[src/rtl/hiccup_pkg.sv]
package hiccup_pkg;

  typedef enum logic [0:0] {
    PH_CHARGE    = 1'b0,
    PH_DISCHARGE = 1'b1
  } ph_t;

endpackage

[src/rtl/hiccup_sync.sv]
module hiccup_sync #(
  parameter int W      = 1,
  parameter int STAGES = 2
) (
  input  logic         clk,
  input  logic         rst_n,
  input  logic [W-1:0] d,
  output logic [W-1:0] q
);

  logic [STAGES-1:0][W-1:0] stg;

  always_ff @(posedge clk or negedge rst_n) begin
    if (!rst_n) begin
      stg <= '0;
    end else begin
      stg[0] <= d;
      for (int s = 1; s < STAGES; s++) begin
        stg[s] <= stg[s-1];
      end
    end
  end

  assign q = stg[STAGES-1];

endmodule

[src/rtl/hiccup_ramp.sv]
module hiccup_ramp #(
  parameter int RAMP_W = 10
) (
  input  logic              clk,
  input  logic              rst_n,
  input  logic              tick,
  input  logic              discharge,
  output logic [RAMP_W-1:0] ramp,
  output logic              at_full,
  output logic              at_zero
);

  localparam logic [RAMP_W-1:0] FULL = '1;
  localparam logic [RAMP_W-1:0] ONE  = {{(RAMP_W-1){1'b0}}, 1'b1};

  always_ff @(posedge clk or negedge rst_n) begin
    if (!rst_n) begin
      ramp <= '0;
    end else if (tick) begin
      if (discharge) begin
        ramp <= '0;
      end else if (ramp != FULL) begin
        ramp <= ramp + ONE;
      end
    end
  end

  assign at_full = (ramp == FULL);
  assign at_zero = (ramp == '0);

  AST_RAMP_SATURATES: assert property (@(posedge clk) disable iff (!rst_n)
    (at_full && !discharge) |=> at_full);
  AST_RAMP_HOLDS: assert property (@(posedge clk) disable iff (!rst_n)
    !tick |=> $stable(ramp));
  AST_RAMP_STEPS: assert property (@(posedge clk) disable iff (!rst_n)
    (tick && !discharge && !at_full) |=> (ramp == $past(ramp) + ONE));
  AST_RAMP_CLEARS: assert property (@(posedge clk) disable iff (!rst_n)
    (tick && discharge) |=> at_zero);

endmodule

[src/rtl/hiccup_ctrl.sv]
module hiccup_ctrl
  import hiccup_pkg::*;
#(
  parameter int NUM_LIN = 3,
  parameter int RETRIES = 3,
  localparam int CW     = $clog2(RETRIES + 1)
) (
  input  logic               clk,
  input  logic               rst_n,
  input  logic               oc_s,
  input  logic [NUM_LIN-1:0] uv_s,
  input  logic               ov_s,
  input  logic               ramp_full,
  input  logic               ramp_zero,
  output ph_t                phase,
  output logic               inhibit,
  output logic               fault,
  output logic               crowbar
);

  logic          oc_q;
  logic [CW-1:0] retries;
  logic          charging;
  logic          trip;
  logic          retry_evt;
  logic          restart;
  logic          last_retry;

  assign charging   = (phase == PH_CHARGE);
  // under-voltage only counts once the ramp has reached full scale
  assign trip       = charging & (oc_s | ((|uv_s) & ramp_full));
  // first retry discharges at once; later ones wait for full scale
  assign retry_evt  = charging & oc_q & ((retries == '0) | ramp_full);
  assign restart    = !charging & ramp_zero & !fault & !ov_s;
  assign last_retry = (retries == CW'(RETRIES - 1));

  always_ff @(posedge clk or negedge rst_n) begin
    if (!rst_n) begin
      phase   <= PH_CHARGE;
      oc_q    <= 1'b0;
      retries <= '0;
      fault   <= 1'b0;
      crowbar <= 1'b0;
    end else begin
      if (ov_s) begin
        fault   <= 1'b1;
        crowbar <= 1'b1;
        phase   <= PH_DISCHARGE;
      end
      if (retry_evt) begin
        phase   <= PH_DISCHARGE;
        retries <= retries + CW'(1);
        if (last_retry) begin
          fault <= 1'b1;
        end
      end else if (restart) begin
        phase <= PH_CHARGE;
        oc_q  <= 1'b0;
      end else if (trip) begin
        oc_q <= 1'b1;
      end
    end
  end

  assign inhibit = oc_q | fault;

  AST_FAULT_STICKY: assert property (@(posedge clk) disable iff (!rst_n)
    fault |=> fault);
  AST_CROWBAR_STICKY: assert property (@(posedge clk) disable iff (!rst_n)
    crowbar |=> crowbar);
  AST_CROWBAR_WITH_FAULT: assert property (@(posedge clk) disable iff (!rst_n)
    crowbar |-> fault);
  AST_OV_IMMEDIATE: assert property (@(posedge clk) disable iff (!rst_n)
    ov_s |=> (fault && crowbar));
  AST_UV_BLANKED: assert property (@(posedge clk) disable iff (!rst_n)
    ($rose(oc_q) && !$past(oc_s)) |-> $past(ramp_full));
  AST_RETRY_BOUND: assert property (@(posedge clk) disable iff (!rst_n)
    retries <= CW'(RETRIES));

endmodule

[src/rtl/hiccup_supervisor.sv]
module hiccup_supervisor
  import hiccup_pkg::*;
#(
  parameter int RAMP_W  = 10,
  parameter int NUM_LIN = 3,
  parameter int RETRIES = 3,
  parameter int SYNC_N  = 2
) (
  input  logic               clk,
  input  logic               por_n,
  input  logic               tick_i,
  input  logic               oc_flag_i,
  input  logic [NUM_LIN-1:0] uv_flag_i,
  input  logic               ov_flag_i,
  output logic               inhibit_o,
  output logic [RAMP_W-1:0]  ramp_o,
  output logic               fault_o,
  output logic               crowbar_o
);

  localparam int FLAG_W = NUM_LIN + 2;

  logic [FLAG_W-1:0]  raw_flags;
  logic [FLAG_W-1:0]  sync_flags;
  logic               oc_s;
  logic               ov_s;
  logic [NUM_LIN-1:0] uv_s;
  logic               ramp_full;
  logic               ramp_zero;
  ph_t                phase;

  assign raw_flags = {ov_flag_i, uv_flag_i, oc_flag_i};

  hiccup_sync #(
    .W      (FLAG_W),
    .STAGES (SYNC_N)
  ) u_sync (
    .clk   (clk),
    .rst_n (por_n),
    .d     (raw_flags),
    .q     (sync_flags)
  );

  assign oc_s = sync_flags[0];
  assign uv_s = sync_flags[NUM_LIN:1];
  assign ov_s = sync_flags[FLAG_W-1];

  hiccup_ramp #(
    .RAMP_W (RAMP_W)
  ) u_ramp (
    .clk       (clk),
    .rst_n     (por_n),
    .tick      (tick_i),
    .discharge (phase == PH_DISCHARGE),
    .ramp      (ramp_o),
    .at_full   (ramp_full),
    .at_zero   (ramp_zero)
  );

  hiccup_ctrl #(
    .NUM_LIN (NUM_LIN),
    .RETRIES (RETRIES)
  ) u_ctrl (
    .clk       (clk),
    .rst_n     (por_n),
    .oc_s      (oc_s),
    .uv_s      (uv_s),
    .ov_s      (ov_s),
    .ramp_full (ramp_full),
    .ramp_zero (ramp_zero),
    .phase     (phase),
    .inhibit   (inhibit_o),
    .fault     (fault_o),
    .crowbar   (crowbar_o)
  );

  AST_FAULT_NO_RISE: assert property (@(posedge clk) disable iff (!por_n)
    fault_o |=> (ramp_o <= $past(ramp_o)));
  AST_FAULT_INHIBITS: assert property (@(posedge clk) disable iff (!por_n)
    fault_o |-> inhibit_o);

endmodule

[config.mk]
export PLATFORM = sky130hd
export DESIGN_NAME = hiccup_supervisor
export DESIGN_NICKNAME = d
export VERILOG_FILES = /design/src/rtl/hiccup_pkg.sv /design/src/rtl/hiccup_sync.sv /design/src/rtl/hiccup_ramp.sv /design/src/rtl/hiccup_ctrl.sv /design/src/rtl/hiccup_supervisor.sv
export SDC_FILE = /design/constraint.sdc
export NUM_CORES = 1
export LEC_CHECK = 0
export BUFFER_PORTS_ARGS = -buffer_cell sky130_fd_sc_hd__clkbuf_2
export CAP_MARGIN = 20
export CORE_MARGIN = 2
export CORE_UTILIZATION = 50
export DETAILED_ROUTE_END_ITERATION = 12
export PLACE_DENSITY = 0.79
export SLEW_MARGIN = 20
export SYNTH_ARGS = -nofsm -noshare
export SYNTH_HDL_FRONTEND = slang
export SYNTH_SLANG_ARGS = --single-unit
[constraint.sdc]
create_clock -name clk -period 3.2 [get_ports clk]
set_input_delay 0.64 -clock clk [delete_from_list [all_inputs] [get_ports clk]]
set_output_delay 0.64 -clock clk [all_outputs]
set_load 0.02 [all_outputs]
# == After elaboration in Yosys (flattened, before gate mapping) ==
# Index checks and enable logic that the tools add are counted.
# word_totals
reg_bits,26
inputBits,8
output_inout_bits,13
elab_cells,45
# op_classes
n_addsub,2
eq_ne,3
mux,10
bitwise_logic,12
n_reduce_logical,10
# ops
operator,count
$mux W10,2
$add A10 B1 Y10 const B,1
$eq A10 B10 Y1 const B,1
$logic_not A10 Y1,1
$ne A10 B10 Y1 const B,1
$mux W1,8
$and A1 B1 Y1,7
$reduce_and A2 Y1,2
$reduce_bool A2 Y1,2
$or A1 B1 Y1,3
$reduce_bool A3 Y1,1
$reduce_or A3 Y1,1
$add A2 B1 Y2 const B,1
$eq A2 B2 Y1 const B,1
$logic_not A1 Y1,2
$logic_not A2 Y1,1
$not A1 Y1,2

# == Longest topological paths before layout ==
# Gate-level depths: netlist of run 1.
# depth
depth_word,6
mapped_depth,6
ltp_nobuf,6

# == Modules after synthesis ==
# From an unflattened synthesis of run 1, not the netlist that was laid out.
# unflattened
hier_cells,108
area_unflattened_um2,1188.6
# by_module_without_submodules
mod,instances,cells_each,area_per_inst_um2,seq_area_each_um2
hiccup_ramp,1,68,615.6,250.2
hiccup_sync,1,15,287.8,250.2
hiccup_ctrl,1,25,285.3,150.1

# == Worst setup path after synthesis of run 1 ==
# No wires, ideal clock.
# synth_path
path_kind,register -> register
start,reg u_ramp.ramp[0]
end,reg u_ctrl.retries[1]
setup_time_ps,125
arrival_ps,1638
t_required_ps,3075
path_slack_ps,1436
stages_incl_launch_ff,6
path_buffers,0
period_less_slack_ps,1764
path_cell_list,dfrtp_1 ha_1 nand4_4 nor3_4 o21ai_2 mux2_4
# synth_via
elab_chain_cells,3
# synth_rtl
item,line_no,rtl
start: declaration,hiccup_ramp.sv:8,"output logic [RAMP_W-1:0] ramp,"
start signal: assignment,hiccup_ramp.sv:23,ramp <= ramp + ONE;
$eq A10 B10 Y1,hiccup_ramp.sv:28,assign at_full = (ramp == FULL);
$or A1 B1 Y1,hiccup_ctrl.sv:33,assign retry_evt = charging & oc_q & ((retries == '0) | ramp_full);
$and A1 B1 Y1,hiccup_ctrl.sv:33,
end signal: assignment,hiccup_ctrl.sv:52,retries <= retries + CW'(1);
end: declaration,hiccup_ctrl.sv:22,logic [CW-1:0] retries;
# Every way passes these cells.
# A chain may end at the register's enable or synchronous reset.

# == Worst setup path after layout of run 1 ==
# layout_path
start,reg u_ctrl.oc_q
end,out inhibit_o
# layout_via
elab_chain_cells,1
# layout_rtl
item,line_no,rtl
start: declaration,hiccup_ctrl.sv:21,logic oc_q;
start signal: assignment,hiccup_ctrl.sv:40,oc_q <= 1'b0;
start signal: assignment,hiccup_ctrl.sv:58,oc_q <= 1'b0;
start signal: assignment,hiccup_ctrl.sv:60,oc_q <= 1'b1;
$or A1 B1 Y1,hiccup_ctrl.sv:65,assign inhibit = oc_q | fault;
end: declaration,hiccup_supervisor.sv:15,"output logic inhibit_o,"
# Every way passes these cells.

==> impl_metrics.toml, run 1 <==
[pwr]
p_leak_nw = 0.641
cellPowerDensity_mw_per_mm2 = 433
irDropWorstVdd_v = 0.000354

[routing]
route.detailed.wl_per_inst_um = 14.1
routed_wl_um = 2220
final_antenna_net_count = 0
remaining_drc_errors = 0
routed-via-count = 898
dr.pass1.iters = 4
drt-vias-per-instance = 5.68
drt-initial-drc-count = 31

[synth]
async_reset_ff_frac = 1.00
ys_seq_elements = 26
synth_nets = 120
synth_warnings = 0
syn_avg_cell_area_um2 = 11.1
synth_edf_count = 0
syn-cell-area_mm2 = 0.00120
ys_seq_area_frac = 0.543
synthDistinctLibCells = 35
yosysTopAreaCellShare = 0.543
synth_top_flop_cell = "dfrtp_1"
synthCells = 108
netlist_top_cells_area = "dfrtp_1, ha_1, o21ai_0"
yosys.area.top_type = "dfrtp_1"

[placement]
io_buffers = 20
pre_cts_ws_ps = 1390
gp_congestion = 0.852
dpl_cell_area_mm2 = 0.00132
dp_hpwl_um = 1590

[setup_path]
crit_fanout = 3
end_kind = "output port"
cp.arrival_ps = 1200
required_ps = 2560
startpoint_type = "flop"
critPathKind = "reg2out"

[global_route]
grt_max_degree = 27
grt_overflow = 0
antenna_found_initial = 0
track_usage = 0.186
grt_pass1_vias = 845
grt_pass1_wl_um = 3740

[timing]
setup_tns_ps = 0
hold_viol = 0
max_freq_mhz = 544
clock_skew_ps = 11.9
setup_violations = 0
period_minus_slack_ps = 1840
slew_headroom = 0.585
setup_slack_ps = 1360
finalCritPeriodShare = 0.574
worstMarginPinSlew_ps = 623
report.final.slew_viol_count = 0
rsz0062_at_grt = "false"

[clock_tree]
postCtsHoldBufs = 0
clk_pin_slew_ps = 140
cts.path.max_buffers = 2
clk_latency_ps = 320
cts_tree = "built"
cts_setup_buffers = 0
cts_made_buffers = 3
cts-htree-levels = 1
clkSinkCount = 26
root_buffer = "clkbuf_4"
cts_resized = 0

[floorplanning]
dieArea_mm2 = 0.00280
core_area_mm2 = 0.00223
die_h_um = 52.9
initial_utilization = 0.536
rows = 17
fp.dieW_um = 52.9
ioPinCount = 21

[final_layout]
fin_nets = 143
syn_to_final_growth_pct = 14.9
drive_above_1_share = 0.269
fin_area_mm2 = 0.00138
diodes = 0

[outcome]
status = "finished, final reports clean"

[job]
max_cap_viol_count = 0

[min_path]
hold_class = "in2async"
worst paths after layout:
check                          startpoint                 to  slack (ps)  cells after the start
setup / recovery              u_ctrl.oc_q          inhibit_o        1360                      2
max in group asynchronous           por_n        u_sync.q[4]        2480                      1
hold / removal                      por_n     u_ramp.ramp[7]         300                      1
setup reg to reg           u_ramp.ramp[1]  u_ctrl.retries[1]        1410                      5
hold reg to reg             u_sync.stg[3]        u_sync.q[3]         370                      0
min in group clk            u_sync.stg[3]        u_sync.q[3]         370                      0
worst max-delay path: stages, from the launching register on:
cell	delay, ps
dfrtp_1	430
or2_2	300
clkbuf_2	150
registers in the layout (all words and copies together), names as in the netlist:
name and flops:
u_ctrl.oc_q 1, u_ramp.ramp 10, u_sync.stg 5, u_ctrl.fault 1, u_ctrl.crowbar 1, u_ctrl.phase 1
u_sync.q 5, u_ctrl.retries 2
cell usage after synthesis, types with 2 or more instances:
master	number
a21oi_1	5
nand3_1	4
o31ai_1	2
nand2_1	9
nand4_4	2
o21ai_0	9
dfrtp_1	26
or2_2	2
ha_1	4
nor4_1	2
a21boi_0	2
inv_1	9
nor2_1	3
nor3_1	8
power by group:
part	internal, mW	switching, mW	leakage (nW)
sequential	0.340	0.00656	0.320
clock	0.127	0.0948	0.0279
combinational	0.0109	0.0164	0.293
through the flow:
step           total power, mW  cells  hold slack, ps  utilization
4_1_cts                  0.600    158             322        0.616
2_1_floorplan            0.366    108             331            -
3_3_place_gp             0.379    154             331        0.593
3_5_place_dp             0.382    154             341        0.593
6_report                 0.596    158             298        0.616
5_1_grt                  0.621    158             344        0.616
routing by layer:
metal  GRT usage  up-vias  share of wire
met1       0.266      422           0.45
met2       0.294       45           0.48
li1            -      425              -
met4      0.0641        0         0.0077
met3      0.0254        6          0.063
met5           0        -              0
layout by cell type (no fill, tap or decap), types with 2 or more instances in the layout:
master and count:
a21boi_0 2, a21oi_1 5, clkbuf_2 20, clkbuf_4 3, dfrtp_1 26, ha_1 4
inv_1 9, nand2_1 9, nand3_1 4, nand4_4 2, nor2_1 3, nor3_1 8
nor4_1 2, o21ai_0 9, o31ai_1 2, or2_2 2
cells by family after synthesis:
logic type	Yosys count	synth area share
simple gates	39	0.206
xor+xnor	1	0.00732
flops	26	0.543
compound gates	25	0.145
fa+ha+maj	4	0.0418
buf+inv	11	0.0355
mux	2	0.0209
cell type report:
type	count	area, um2
repair buffers	20	100
inverters	9	33.8
clock buffers	3	22.5
multi-input cells	71	504
fillers	184	857
clock inverters	1	30.0
well taps	28	35.0
flip-flops and latches	26	651
Power figures use the tool's default switching activity.
==> run 2, diff against run 1 <==
--- a/config.mk
+++ b/config.mk
@@ -5,12 +5,13 @@
 export SDC_FILE = /design/constraint.sdc
 export NUM_CORES = 1
 export LEC_CHECK = 0
+export ABC_AREA = 1
 export BUFFER_PORTS_ARGS = -buffer_cell sky130_fd_sc_hd__clkbuf_2
 export CAP_MARGIN = 20
 export CORE_MARGIN = 2
-export CORE_UTILIZATION = 50
+export CORE_UTILIZATION = 49
 export DETAILED_ROUTE_END_ITERATION = 12
-export PLACE_DENSITY = 0.79
+export PLACE_DENSITY = 0.8
 export SLEW_MARGIN = 20
 export SYNTH_ARGS = -nofsm -noshare
 export SYNTH_HDL_FRONTEND = slang
==> constraint.sdc (replaced) <==
create_clock -name clk -period 1.55 [get_ports clk]
set_input_delay 0.31 -clock clk [delete_from_list [all_inputs] [get_ports clk]]
set_output_delay 0.31 -clock clk [all_outputs]
set_load 0.02 [all_outputs]
==> run 2 against run 1 <==
Compared with the run above:
- the run now ends with hold timing, setup timing left
- sequential power increased by 110%
- sequential share of layout area decreased by 4.3 points
- die area increased by 4.5%
- critical path type is now reg2reg
- critical endpoint is now u_ramp.ramp[5]
- first-iteration DRC count increased by 52%
- clock power increased by 30%
- power increased by 85%
- via count increased by 18%
==> impl_metrics.toml, run 2 <==
[outcome]
status = "complete, but fails checks"
violations = "hold timing, setup timing"

[synth]
syn_avg_cell_area_um2 = 8.54
synthCells = 144
syn-cell-area_mm2 = 0.00123
synth_nets = 156
yosys.area.top_type = "dfrtp_1"
synth_mux_area_frac = 0
yosysTopAreaCellShare = 0.529
netlist_top_cells_area = "dfrtp_1, nand2_1, nand3_1"
synthAdderAreaFrac = 0.0407
synth-xor-area-share = 0.00712
synth_top_family_by_area = "simple AND/OR/NAND/NOR gates"
synth_top_flop_cell = "dfrtp_1"
async_reset_ff_frac = 1.00
synth_compound_gate_area_share = 0.0702
synth_edf_count = 0
ys_seq_elements = 26
synth_common_cells = "nand2_1, dfrtp_1, inv_1, nand3_1, o21ai_1"
synth.most_common_cell = "nand2_1"
ys_seq_area_frac = 0.529
synth_warnings = 0
synth-simple-area-share = 0.273
synthDistinctLibCells = 22

[final_layout]
diodes = 0
syn_to_final_growth_pct = 23.1
fill_cells = 206
largest_reg_flops = 10
final_cell_mix = "nand2_1, dfrtp_1, clkbuf_2"
final_common_cell = "nand2_1"
fin_area_mm2 = 0.00151
multiInputGateArea_um2 = 523
finish.utilization = 0.622
drive_above_1_share = 0.272
fin_nets = 187
regArea_um2 = 651
regMostFlops = "u_ramp.ramp"

[clock_tree]
root_buffer = "clkbuf_4"
postCtsHoldBufs = 0
clkSinkCount = 26
clk_pin_slew_ps = 140
cts-htree-levels = 1
cts_tree = "built"
cts_made_buffers = 3
clk_latency_ps = 330
cts.path.max_buffers = 2

[routing]
drt-initial-drc-count = 47
final_antenna_net_count = 0
routed_wl_um = 2570
route.detailed.wl_per_inst_um = 12.6
drt-vias-per-instance = 5.24
remaining_drc_errors = 0
dr.pass1.iters = 4
routed-via-count = 1063

[timing]
max_freq_mhz = 636
worstMarginPinSlew_ps = 639
hold_viol = 26
slew_headroom = 0.574
period_minus_slack_ps = 1570
setup_violations = 7
setup_slack_ps = -21.1
holdWs_ps = -23.0
rsz0062_at_grt = "true"
finalCritPeriodShare = 1.01
clock_skew_ps = 9.69
report.final.slew_viol_count = 0

[floorplanning]
dieArea_mm2 = 0.00293
initial_utilization = 0.506
die_h_um = 54.1
rows = 18
fp.dieW_um = 54.1
ioPinCount = 21
core_area_mm2 = 0.00243

[setup_path]
max_stage_delay_ps = 390
crit_fanout = 10
cp.buffers_inverters = 1
crit_family = "flip-flops"
cp_slowest_cell = "dfrtp_1"
required_ps = 1770
end_kind = "flop"
critPathKind = "reg2reg"
cp.arrival_ps = 1790
startpoint_type = "flop"
worstPathCellList = "ha_2, nand2_4, nor2_8, nand3_4, o21ai_4, clkbuf_16, o21ai_1"

[global_route]
grt_pass1_wl_um = 3960
grt_overflow = 0
track_usage = 0.191
antenna_found_initial = 0
grt_pass1_vias = 941
grt_max_degree = 27

[pwr]
design_power_total_mw = 1.10
p_leak_nw = 0.786
irDropWorstVdd_v = 0.000655
cellPowerDensity_mw_per_mm2 = 728

[placement]
io_buffers = 20
dp_hpwl_um = 1810
gp_congestion = 0.830
dpl_cell_area_mm2 = 0.00141

[min_path]
hold_class = "in2async"

[job]
max_cap_viol_count = 0
-- run 2: cell count changes in the layout (fill, tap and decap cells not counted), moves of 3 or more --
cell / change
nand2_1: +27
o21ai_1: +8
nor3_1: -7
a21oi_1: -4
nand3_1: +14
nand4_1: +3
o21ai_0: -6
buf_4: +8
inv_1: +10
-- run 2: kinds of logic after synthesis --
logic type               after synthesis
AND/OR/NAND/NOR                       73
flip-flops                            26
buffers and inverters                 24
AO/OA/AOI/OAI                         16
adder cells (fa/ha/maj)                4
XOR/XNOR                               1
-- run 2: report_power, final --
group	total [mW]	switching [mW]	internal [mW]	leakage, nW
logic	0.0989	0.0608	0.0381	0.452
registers	0.715	0.00941	0.705	0.320
clock network	0.288	0.197	0.0913	0.0138
-- run 2: cell type report --
type / count / share of cell area
Timing Repair Buffer: 30 / 0.136
Sequential cell: 26 / 0.430
Inverter: 20 / 0.0496
Multi-Input combinational cell: 94 / 0.345
Clock buffer: 3 / 0.0149
Tap cell: 30 / 0.0248
-- run 2: per-stage QoR --
step,instances,hold WS (ps),setup slack [ps],TNS [ps]
detailed placement,197,337,27.3,0
global route,203,20.7,-103,-852
CTS,201,5.19,13.0,0
finish,203,-23.0,-21.1,-71.5
floorplan,144,14.4,30.6,0
global placement,197,333,116,0
-- run 2: metal layers --
layer,routed length (um),global-route usage,vias to the layer above,share of wire
met5,0,0,-,0
met4,80,0.0833,0,0.031
met2,1250,0.331,29,0.49
met3,92,0.0333,9,0.036
met1,1140,0.231,508,0.45
li1,-,-,517,-
-- run 2: worst paths after layout --
check                               startpoint             end  slack [ps]  cells past startpoint
worst min register to register   u_sync.stg[1]     u_sync.q[1]         360                      0
worst max register to register  u_ramp.ramp[1]  u_ramp.ramp[5]         -20                      7
worst max-delay path            u_ramp.ramp[1]  u_ramp.ramp[5]         -20                      7
min in group clk                     ov_flag_i   u_sync.stg[4]          70                      1
max in group asynchronous                por_n  u_ramp.ramp[1]        1160                      1
worst min-delay path                     por_n  u_ramp.ramp[8]         -20                      1
-- run 2: timing repair --
item,in CTS,in global routing
pin swaps,0,2
setup buffers,1,1
endpoints found under the setup margin,3,14
gates resized for setup,0,10
cloned,0,1
==> run 3, diff against run 2 <==
--- a/config.mk
+++ b/config.mk
@@ -9,9 +9,10 @@
 export BUFFER_PORTS_ARGS = -buffer_cell sky130_fd_sc_hd__clkbuf_2
 export CAP_MARGIN = 20
 export CORE_MARGIN = 2
-export CORE_UTILIZATION = 49
+export CORE_UTILIZATION = 50
+export CTS_BUF_LIST = sky130_fd_sc_hd__clkbuf_8
 export DETAILED_ROUTE_END_ITERATION = 12
-export PLACE_DENSITY = 0.8
+export PLACE_DENSITY = 0.81
 export SLEW_MARGIN = 20
 export SYNTH_ARGS = -nofsm -noshare
 export SYNTH_HDL_FRONTEND = slang
==> run 3 against run 2 <==
Compared with the run above:
- non-clock buffer count up 3
- critical path type unchanged
- the flow finishes with violations (setup timing)
- clock power rose by 93%
- critical endpoint is now u_ramp.ramp[6]
- power up 25%
==> impl_metrics.toml, run 3 (same netlist as run 2, synthesis figures left out) <==
[outcome]
status = "complete, but fails checks"
violations = "setup timing"

[routing]
routed_wl_um = 3040
route.detailed.wl_per_inst_um = 14.8
routed-via-count = 1116
drt-initial-drc-count = 43
drt-vias-per-instance = 5.44
dr.pass1.iters = 4
final_antenna_net_count = 0
remaining_drc_errors = 0

[floorplanning]
ioPinCount = 21
die_h_um = 53.6
fp.dieW_um = 53.6
dieArea_mm2 = 0.00287
rows = 17
core_area_mm2 = 0.00228
initial_utilization = 0.540

[pwr]
seq_power_share = 0.518
switching_power_uw = 285
combPwrFrac = 0.080
power.internal_mw = 1.10
cellPowerDensity_mw_per_mm2 = 837
swShare = 0.206
p_leak_nw = 0.851
pwr-share-clk = 0.403
irDropWorstVdd_v = 0.000778

[setup_path]
crit_fanout = 5
reg2reg_slack_ps = -60
max_stage_delay_ps = 420
crit_family = "flip-flops"
end_kind = "flop"
critPathKind = "reg2reg"
cp_slowest_cell = "dfrtp_1"
startpoint_type = "flop"
cp.arrival_ps = 1810
cp.buffers_inverters = 1
worstPathCellList = "ha_4, nand2_4, nor2_8, nand3_4, o21ai_4, clkbuf_16, nand2_2, o21ai_1"
required_ps = 1750

[global_route]
grt_pass1_wl_um = 4130
grt_pass1_vias = 1010
grt_max_degree = 27
antenna_found_initial = 0
grt_overflow = 0
track_usage = 0.203

[timing]
report.final.slew_viol_count = 0
finalCritPeriodShare = 1.04
setup_tns_ps = -297
setup_violations = 9
rsz0062_at_grt = "true"
clock_skew_ps = 1.14
setup_slack_ps = -61.1
slew_headroom = 0.580
hold_viol = 0
max_freq_mhz = 621
worstMarginPinSlew_ps = 630
period_minus_slack_ps = 1610

[clock_tree]
root_buffer = "clkbuf_8"
cts.path.max_buffers = 2
clk_latency_ps = 270
cts_tree = "built"
cts_made_buffers = 3
clk_pin_slew_ps = 90
clkSinkCount = 26
cts-htree-levels = 1

[min_path]
hold_class = "in2async"

[final_layout]
fill_cells = 148
final_common_cell = "nand2_1"
finish.utilization = 0.725
fin_nets = 190
syn_to_final_growth_pct = 34.2
diodes = 0
largest_reg_flops = 10
drive_above_1_share = 0.350
regMostFlops = "u_ramp.ramp"
final_cell_mix = "nand2_1, dfrtp_1, clkbuf_2"

[placement]
io_buffers = 20
dp_hpwl_um = 1730
gp_congestion = 0.881

[job]
max_cap_viol_count = 0
-- run 3: worst register-to-register path, stage by stage, from the launching register on --
cell,delay [ps]
dfrtp_1,420
ha_4,170
nand2_4,80
nor2_8,150
nand3_4,100
o21ai_4,290
clkbuf_16,210
nand2_2,50
o21ai_1,80
-- run 3: final timing paths --
kind / start / to / cells after the start
worst max-delay path: u_ramp.ramp[1] / u_ramp.ramp[6] / 8
worst min-delay path: por_n / u_ramp.ramp[5] / 1
worst max register to register: u_ramp.ramp[1] / u_ramp.ramp[6] / 8
worst min register to register: u_sync.stg[1] / u_sync.q[1] / 0
max in group asynchronous: por_n / u_ramp.ramp[2] / 1
min in group clk: oc_flag_i / u_sync.stg[0] / 1
-- run 3: layer usage --
metal | GRT usage | share of wire | wire [um]
met5 | 0 | 0 | 0
met4 | 0.0812 | 0.026 | 79
met3 | 0.0389 | 0.039 | 117
met2 | 0.374 | 0.54 | 1630
met1 | 0.227 | 0.40 | 1210
-- run 3: cell type report --
class                           count  area (um2)  area share
Clock buffer                        3        41.3      0.0250
Clock inverter                      1        30.0      0.0182
Inverter                           20        75.1      0.0455
Multi-Input combinational cell     94         568       0.344
Sequential cell                    26         652       0.395
Tap cell                           28        35.0      0.0212
Timing Repair Buffer               33         249       0.151
-- run 3: what timing repair did --
item / 4_1_cts / 5_1_grt
hold buffers: 0 / 0
gates resized for setup: 0 / 23
cloned: 0 / 3
setup buffers: 1 / 2
setup endpoints to repair: 1 / 10
pin swaps: 0 / 3
-- run 3: power by group through the flow --
stage | Sequential, mW | Combinational, mW | Clock (mW)
floorplan | 0.726 | 0.0526 | 0
global placement | 0.727 | 0.0838 | 0
detailed placement | 0.728 | 0.0886 | 0
CTS | 0.714 | 0.0890 | 0.566
global route | 0.717 | 0.128 | 0.591
finish | 0.715 | 0.110 | 0.556
-- run 3: metrics by stage --
step                hold slack (ps)  setup slack, ps  instances  power [mW]  area (um2)
CTS                            66.7             46.5        200        1.37        1490
global placement                333              120        195       0.811        1410
finish                         40.6            -61.1        205        1.38        1650
floorplan                      14.4             30.6        144       0.778        1230
global route                   88.3             -102        205        1.44        1650
detailed placement              340             19.6        195       0.817        1410
